[src/rtl/dma_prio_arb_pkg.sv]
package dma_prio_arb_pkg;

  // Strobes from the control FSM into the grant datapath.
  typedef struct packed {
    logic loadGrant;   // capture the picker's winner
    logic clearGrant;  // drop the held grant
  } arbStrobes_t;

  typedef enum logic {
    ST_IDLE = 1'b0,
    ST_BUSY = 1'b1
  } arbState_e;

endpackage

[src/rtl/dma_prio_arb_pick.sv]
module dma_prio_arb_pick #(
  parameter int N    = 8,
  parameter int LVLW = 2,
  localparam int IDXW = (N > 1) ? $clog2(N) : 1
) (
  input  logic [N-1:0]      act,
  input  logic [N*LVLW-1:0] lvlFlat,
  output logic              pickValid,
  output logic [N-1:0]      pickOh,
  output logic [IDXW-1:0]   pickIdx
);
  localparam int NLVL = 1 << LVLW;

  // One bucket per level: which active channels sit at that level.
  logic [NLVL-1:0][N-1:0] hitByLvl;
  logic [N-1:0]           topHits;

  genvar gl, gi;
  generate
    for (gl = 0; gl < NLVL; gl++) begin : g_lvl
      for (gi = 0; gi < N; gi++) begin : g_ch
        assign hitByLvl[gl][gi] = act[gi] && (lvlFlat[gi*LVLW +: LVLW] == LVLW'(gl));
      end
    end
  endgenerate

  // First stage: highest non-empty level bucket.
  always_comb begin
    logic found;
    found   = 1'b0;
    topHits = '0;
    for (int l = NLVL - 1; l >= 0; l--) begin
      if (!found && (|hitByLvl[l])) begin
        topHits = hitByLvl[l];
        found   = 1'b1;
      end
    end
  end

  // Second stage: lowest channel number inside that bucket.
  assign pickOh    = topHits & (~topHits + N'(1));
  assign pickValid = |act;

  always_comb begin
    pickIdx = '0;
    for (int i = N - 1; i >= 0; i--) begin
      if (topHits[i]) pickIdx = IDXW'(i);
    end
  end

endmodule

[src/rtl/dma_prio_arb_ctrl.sv]
module dma_prio_arb_ctrl
  import dma_prio_arb_pkg::*;
(
  input  logic        clk,
  input  logic        rstN,
  input  logic        anyAct,
  input  logic        itemDone,
  output arbStrobes_t strb
);
  arbState_e state, stateNxt;

  always_comb begin
    stateNxt        = state;
    strb.loadGrant  = 1'b0;
    strb.clearGrant = 1'b0;
    unique case (state)
      ST_IDLE: begin
        if (anyAct) begin
          strb.loadGrant = 1'b1;
          stateNxt       = ST_BUSY;
        end
      end
      ST_BUSY: begin
        if (itemDone) begin
          strb.clearGrant = 1'b1;
          stateNxt        = ST_IDLE;
        end
      end
      default: stateNxt = ST_IDLE;
    endcase
  end

  always_ff @(posedge clk or negedge rstN) begin
    if (!rstN) state <= ST_IDLE;
    else       state <= stateNxt;
  end


  busy_hold_chk: assert property (@(posedge clk) disable iff (!rstN)
    (state == ST_BUSY && !itemDone) |=> (state == ST_BUSY));


  idle_done_ignored_chk: assert property (@(posedge clk) disable iff (!rstN)
    (state == ST_IDLE && !anyAct) |=> (state == ST_IDLE));

endmodule

[src/rtl/dma_prio_arb_dp.sv]
module dma_prio_arb_dp
  import dma_prio_arb_pkg::*;
#(
  parameter int N    = 8,
  parameter int LVLW = 2,
  localparam int IDXW = (N > 1) ? $clog2(N) : 1
) (
  input  logic              clk,
  input  logic              rstN,
  input  arbStrobes_t       strb,
  input  logic [N-1:0]      reqIn,
  input  logic [N-1:0]      chanEn,
  input  logic [N*LVLW-1:0] prioLvl,
  output logic              anyAct,
  output logic [N-1:0]      grantOh,
  output logic [IDXW-1:0]   grantIdx,
  output logic              grantValid,
  output logic [N-1:0]      ackOut
);
  logic [N-1:0]    actVec;
  logic            pickValid;
  logic [N-1:0]    pickOh;
  logic [IDXW-1:0] pickIdx;

  // enable masks the request before any comparison.
  assign actVec = reqIn & chanEn;
  assign anyAct = |actVec;

  dma_prio_arb_pick #(.N(N), .LVLW(LVLW)) pick_i (
    .act      (actVec),
    .lvlFlat  (prioLvl),
    .pickValid(pickValid),
    .pickOh   (pickOh),
    .pickIdx  (pickIdx)
  );

  always_ff @(posedge clk or negedge rstN) begin
    if (!rstN) begin
      grantOh    <= '0;
      grantIdx   <= '0;
      grantValid <= 1'b0;
    end else if (strb.clearGrant) begin
      grantOh    <= '0;
      grantIdx   <= '0;
      grantValid <= 1'b0;
    end else if (strb.loadGrant) begin
      grantOh    <= pickOh;
      grantIdx   <= pickIdx;
      grantValid <= pickValid;
    end
  end

  // Service begins with the grant, so acknowledge follows it.
  assign ackOut = grantOh;


  idx_matches_oh_chk: assert property (@(posedge clk) disable iff (!rstN)
    grantValid |-> (grantOh == (N'(1) << grantIdx)));


  idle_idx_zero_chk: assert property (@(posedge clk) disable iff (!rstN)
    !grantValid |-> (grantIdx == '0 && grantOh == '0));


  grant_was_active_chk: assert property (@(posedge clk) disable iff (!rstN)
    strb.loadGrant |=> ((grantOh & ~$past(actVec)) == '0));

endmodule

[src/rtl/dma_prio_arb.sv]
module dma_prio_arb
  import dma_prio_arb_pkg::*;
#(
  parameter int N    = 8,
  localparam int LVLW = 2,
  localparam int IDXW = (N > 1) ? $clog2(N) : 1
) (
  input  logic              clk,
  input  logic              rstN,
  input  logic [N-1:0]      reqIn,
  input  logic [N-1:0]      chanEn,
  input  logic [N*LVLW-1:0] prioLvl,
  input  logic              itemDone,
  output logic [N-1:0]      grantOh,
  output logic [IDXW-1:0]   grantIdx,
  output logic              grantValid,
  output logic [N-1:0]      ackOut
);
  arbStrobes_t strb;
  logic        anyAct;

  dma_prio_arb_ctrl ctrl_i (
    .clk     (clk),
    .rstN    (rstN),
    .anyAct  (anyAct),
    .itemDone(itemDone),
    .strb    (strb)
  );

  dma_prio_arb_dp #(.N(N), .LVLW(LVLW)) dp_i (
    .clk       (clk),
    .rstN      (rstN),
    .strb      (strb),
    .reqIn     (reqIn),
    .chanEn    (chanEn),
    .prioLvl   (prioLvl),
    .anyAct    (anyAct),
    .grantOh   (grantOh),
    .grantIdx  (grantIdx),
    .grantValid(grantValid),
    .ackOut    (ackOut)
  );


  grant_onehot_chk: assert property (@(posedge clk) disable iff (!rstN)
    $onehot0(grantOh) && (grantValid == (grantOh != '0)));


  grant_hold_chk: assert property (@(posedge clk) disable iff (!rstN)
    (grantValid && !itemDone) |=> (grantValid && $stable(grantOh) && $stable(grantIdx)));


  grant_release_chk: assert property (@(posedge clk) disable iff (!rstN)
    (grantValid && itemDone) |=> !grantValid);


  decide_when_active_chk: assert property (@(posedge clk) disable iff (!rstN)
    (!grantValid && (|(reqIn & chanEn))) |=> grantValid);


  stay_idle_chk: assert property (@(posedge clk) disable iff (!rstN)
    (!grantValid && !(|(reqIn & chanEn))) |=> !grantValid);


  ack_follows_grant_chk: assert property (@(posedge clk) disable iff (!rstN)
    ackOut == grantOh);

endmodule

[config.mk]
export PLATFORM = sky130hd
export DESIGN_NAME = dma_prio_arb
export DESIGN_NICKNAME = d
export VERILOG_FILES = /design/src/rtl/dma_prio_arb_pkg.sv /design/src/rtl/dma_prio_arb_pick.sv /design/src/rtl/dma_prio_arb_ctrl.sv /design/src/rtl/dma_prio_arb_dp.sv /design/src/rtl/dma_prio_arb.sv
export SDC_FILE = /design/constraint.sdc
export NUM_CORES = 1
export LEC_CHECK = 0
export ABC_CLOCK_PERIOD_IN_PS = 1700
export BUFFER_PORTS_ARGS = -buffer_cell sky130_fd_sc_hd__buf_2
export CAP_MARGIN = 20
export CORE_MARGIN = 3
export CORE_UTILIZATION = 48
export CTS_CLUSTER_SIZE = 28
export DETAILED_ROUTE_END_ITERATION = 12
export PLACE_DENSITY = 0.76
export SYNTH_ARGS = -nofsm -noshare
export SYNTH_HDL_FRONTEND = slang
export SYNTH_SLANG_ARGS = --single-unit
[constraint.sdc]
create_clock -name clk -period 1.7 [get_ports clk]
set_input_delay 0.34 -clock clk [delete_from_list [all_inputs] [get_ports clk]]
set_output_delay 0.34 -clock clk [all_outputs]
set_load 0.01 [all_outputs]
==> qor.yml, run 1 <==
status:
  outcome: "aborted with a tool error"
  haltStage: "global routing"
  error_line: "[ERROR DPL-0033] detailed placement checks failed during check placement."
placement:
  place.gp.congestion: 0.997
  io_buffers: 54
  place_area_um2: 1980
  hpwl_mm: 3.73
  pre_cts_ws_ps: -701
yosys:
  async_flop_share: 1.00
  synthesis.area_um2: 1350
  synth-seq-cells: 13
  yosysUniqueCellTypes: 54
  synth_edf_count: 0
  yosys_warnings: 0
  syn_inst: 159
  synth_flop_cell: "dfrtp_1"
  seq_area_frac_synth: 0.241
  syn-num-nets: 194
  avgSynthCellArea_um2: 8.50
global_route:
  grt_max_degree: 14
  antenna_found_initial: 0
die:
  row_count: 18
  ioPinCount: 55
  dieWidth_um: 59.1
  start_util: 0.526
  die_h_um: 59.1
timing:
  worst-ep-kind: "sequential cell input"
  worst_endpoint: "dp_i.grantIdx[2]$_DFFE_PN0P_/D"
clocking:
  cts_num_sinks: 13
  cts_buffer_depth: 2
  h-tree-depth: 1
  cts_root_buf: "clkbuf_4"
  cts_made_buffers: 3
logic make-up after synthesis:
family | Yosys count | share of synthesized area
compound gates | 46 | 0.284
buf+inv | 12 | 0.0565
flops | 13 | 0.241
mux | 1 | 0.00741
simple gates | 87 | 0.411
what timing repair did:
action                     4_1_cts
setup buffers                   10
pin swaps                       21
resized for setup               48
setup endpoints to repair       11
hold endpoints to repair        13
hold buffers                     1
per-stage QoR:
stage	std cells	TNS [ps]	hold slack, ps
global placement	284	-5760	226
floorplan	159	-3210	44.4
detailed placement	284	-6540	241
CTS	298	-2330	268
cells in the mapped netlist (3+ instances only):
cell type,instances,area share
a21oi_1,6,0.022
dfrtp_1,13,0.24
nand3_1,5,0.019
o21bai_1,3,0.017
o31ai_1,3,0.017
o21ai_0,4,0.015
o2111ai_1,3,0.019
buf_4,8,0.044
nand4_1,12,0.056
nand2_1,16,0.044
nand4b_1,11,0.071
inv_1,3,0.0083
nor2_1,9,0.025
nor3_1,3,0.011
nand2b_1,6,0.028
and3_1,4,0.019
a22o_1,5,0.032
==> run 2: changes to the inputs <==
CORE_AREA = 3 3 64 66   (was unset)
CORE_MARGIN = unset   (was 3)
CORE_UTILIZATION = unset   (was 48)
CTS_CLUSTER_SIZE = unset   (was 28)
DIE_AREA = 0 0 67 69   (was unset)
PLACE_DENSITY = unset   (was 0.76)
PLACE_DENSITY_LB_ADDON = 0.15   (was unset)
==> qor.yml, run 2 <==
status:
  outcome: "complete, but fails checks"
  violations: "negative setup slack"
hold_path:
  min_path_cells: 2
  min_to: "ctrl_i.state"
  hold_path_class: "in2reg"
  min_from: "itemDone"
yosys:
  yosysUniqueCellTypes: 54
  avgSynthCellArea_um2: 8.50
  synth_top_area_frac: 0.241
  syn_inst: 159
  synth-seq-cells: 13
  yosysMostFrequentCell: "nand2_1"
  yosys_warnings: 0
  synth_flop_cell: "dfrtp_1"
  synth_edf_count: 0
  ys_top_cells_by_count: "16 x nand2_1, 13 x dfrtp_1, 12 x nand4_1"
  async_flop_share: 1.00
  synth_top_cell_by_area: "dfrtp_1"
  seq_area_frac_synth: 0.241
  syn-num-nets: 194
  synthTopCellsByArea: "dfrtp_1 24%, nand4b_1 7.1%, nand4_1 5.6%"
  synthesis.area_um2: 1350
setup_path:
  cp_slowest_cell: "or3_4"
  critPathMaxStageDelay_ps: 400
  critical_path.top_delay_family: "compound AO/OA/AOI/OAI gates"
  worstPathCellList: "buf_6 > and3b_1 > a22o_1 > or3_4 > and3_4 > a2111oi_4 > nor4b_4 > a32o_1"
  reg2reg_slack_ps: 320
  r2r_cells: 4
  worstPathBufferInverterCount: 1
  worstPathArrival_ps: 2240
  r2r_start: "ctrl_i.state"
  required_ps: 1830
  cp-start-kind: "input pin"
  criticalPathCategory: "in2reg"
  r2r-end: "dp_i.ackOut[5]"
  crit_fanout: 5
  cp-end-kind: "flop"
routing:
  drtIter0Drc: 109
  drtPass1Iterations: 4
  drc_errors: 0
  postRouteAntennaNets: 0
  viasPerCell: 5.60
  wirelength_mm: 4.70
  routed-via-count: 1757
  wl_per_cell_um: 15.0
global_route:
  grt_pass1_wl_mm: 7.49
  grt_pass1_vias: 1651
  grtUsageMet1: 0.256
  grt-ovfl-total: 0
  grt_usage: 0.203
  grt_max_degree: 14
  antenna_found_initial: 0
  grt.busiest_layer: "met2"
  use_met3: 0.0195
  gr-usage-met2: 0.342
clocking:
  h-tree-depth: 1
  cts_made_buffers: 3
  clk_latency_ps: 240
  clk_pin_slew_ps: 60
  cts_buffer_depth: 2
  cts_tree: "done"
  cts_num_sinks: 13
  cts_root_buf: "clkbuf_8"
placement:
  hpwl_mm: 3.64
  place_area_um2: 1960
  place.gp.congestion: 0.927
  io_buffers: 54
cells_and_area:
  seq_area_um2: 325
  layout_common_cells: "54 x buf_4, 31 x buf_2, 23 x buf_6"
  filler_cell_count: 318
  final_common_cell: "buf_4"
  area_growth_pct: 75.2
  nets: 302
  multi_input_area_um2: 1050
  drive_gt1_frac: 0.526
  largest_reg_flops: 8
  design_area_um2: 2370
  num_antenna_cells: 0
  fin_util: 0.652
die:
  fp.dieArea_um2: 4620
  start_util: 0.372
  core_um2: 3630
  die_h_um: 69
  ioPinCount: 55
  dieWidth_um: 67
  row_count: 22
timing:
  slew_headroom: 0.715
  finalWorstSetupSlack_ps: -410
  setup_tns_ps: -3500
  max_freq_mhz: 474
  grt_setup_unrepaired: "yes"
  worst_slew_pin_slew_ps: 428
  setup_viol: 11
  min_period_ps: 2110
  clock_skew_ps: 0.441
  finalHoldViolations: 0
  finalCritPeriodShare: 1.24
  drv_slew: 0
pwr:
  power_density_nw_per_um2: 544
  power_mw: 1.29
  ir_worst_vdd_mv: 0.241
  p_leak_nw: 1.14
job:
  maxCapViolCount: 0
==> run 2: cell counts after synthesis <==
Identical to the previous run, type by type.
==> run 2: power by group <==
group / internal, mW / leakage [nW] / switching (mW)
clock network: 0.162 / 0.0255 / 0.113
logic: 0.353 / 0.945 / 0.299
registers: 0.339 / 0.172 / 0.0217
==> run 2: worst max-delay path by stage <==
stage	start	endpoint	slack [ps]	cells past startpoint
after floorplan	prioLvl[12]	dp_i.ackOut[5]	-400	7
after global placement	chanEn[0]	dp_i.ackOut[5]	-720	8
after detailed placement	chanEn[0]	dp_i.ackOut[5]	-770	8
after CTS	chanEn[0]	dp_i.ackOut[5]	-400	8
after global routing	prioLvl[15]	dp_i.ackOut[5]	-480	10
final	chanEn[0]	dp_i.ackOut[5]	-410	8
==> run 2: area by class of cell <==
type | instances | area share
clock buffers | 3 | 0.0174
clock inverters | 1 | 0.00211
inverters | 3 | 0.00476
multi-input cells | 134 | 0.443
flip-flops and latches | 13 | 0.137
well taps | 48 | 0.0254
repair buffers | 112 | 0.369
==> run 2: through the flow <==
step                worst slack, ps  hold slack [ps]  std cells
floorplan                      -403             44.4        159
global placement               -720              232        296
detailed placement             -773              240        296
CTS                            -401              302        311
global route                   -485              321        314
finish                         -410              302        314
==> run 2: layer usage <==
| metal | vias up | wire length (µm) |
|---|---|---|
| met5 | - | 0 |
| met3 | 9 | 266 |
| met4 | 0 | 121 |
| li1 | 860 | - |
| met1 | 820 | 1900 |
| met2 | 68 | 2410 |
==> run 2: cell families after synthesis <==
family          synth area share
buf+inv                   0.0565
simple gates               0.411
compound gates             0.284
mux                      0.00741
flops                      0.241
==> run 2: repair_timing <==
item	4_1_cts	5_1_grt
gates cloned	0	0
hold buffers	1	0
hold endpoints to repair	13	0
buffers inserted	10	3
pin swaps	15	15
gates resized for setup	27	36
endpoints found under the setup margin	11	11
Power figures use the tool's default switching activity.
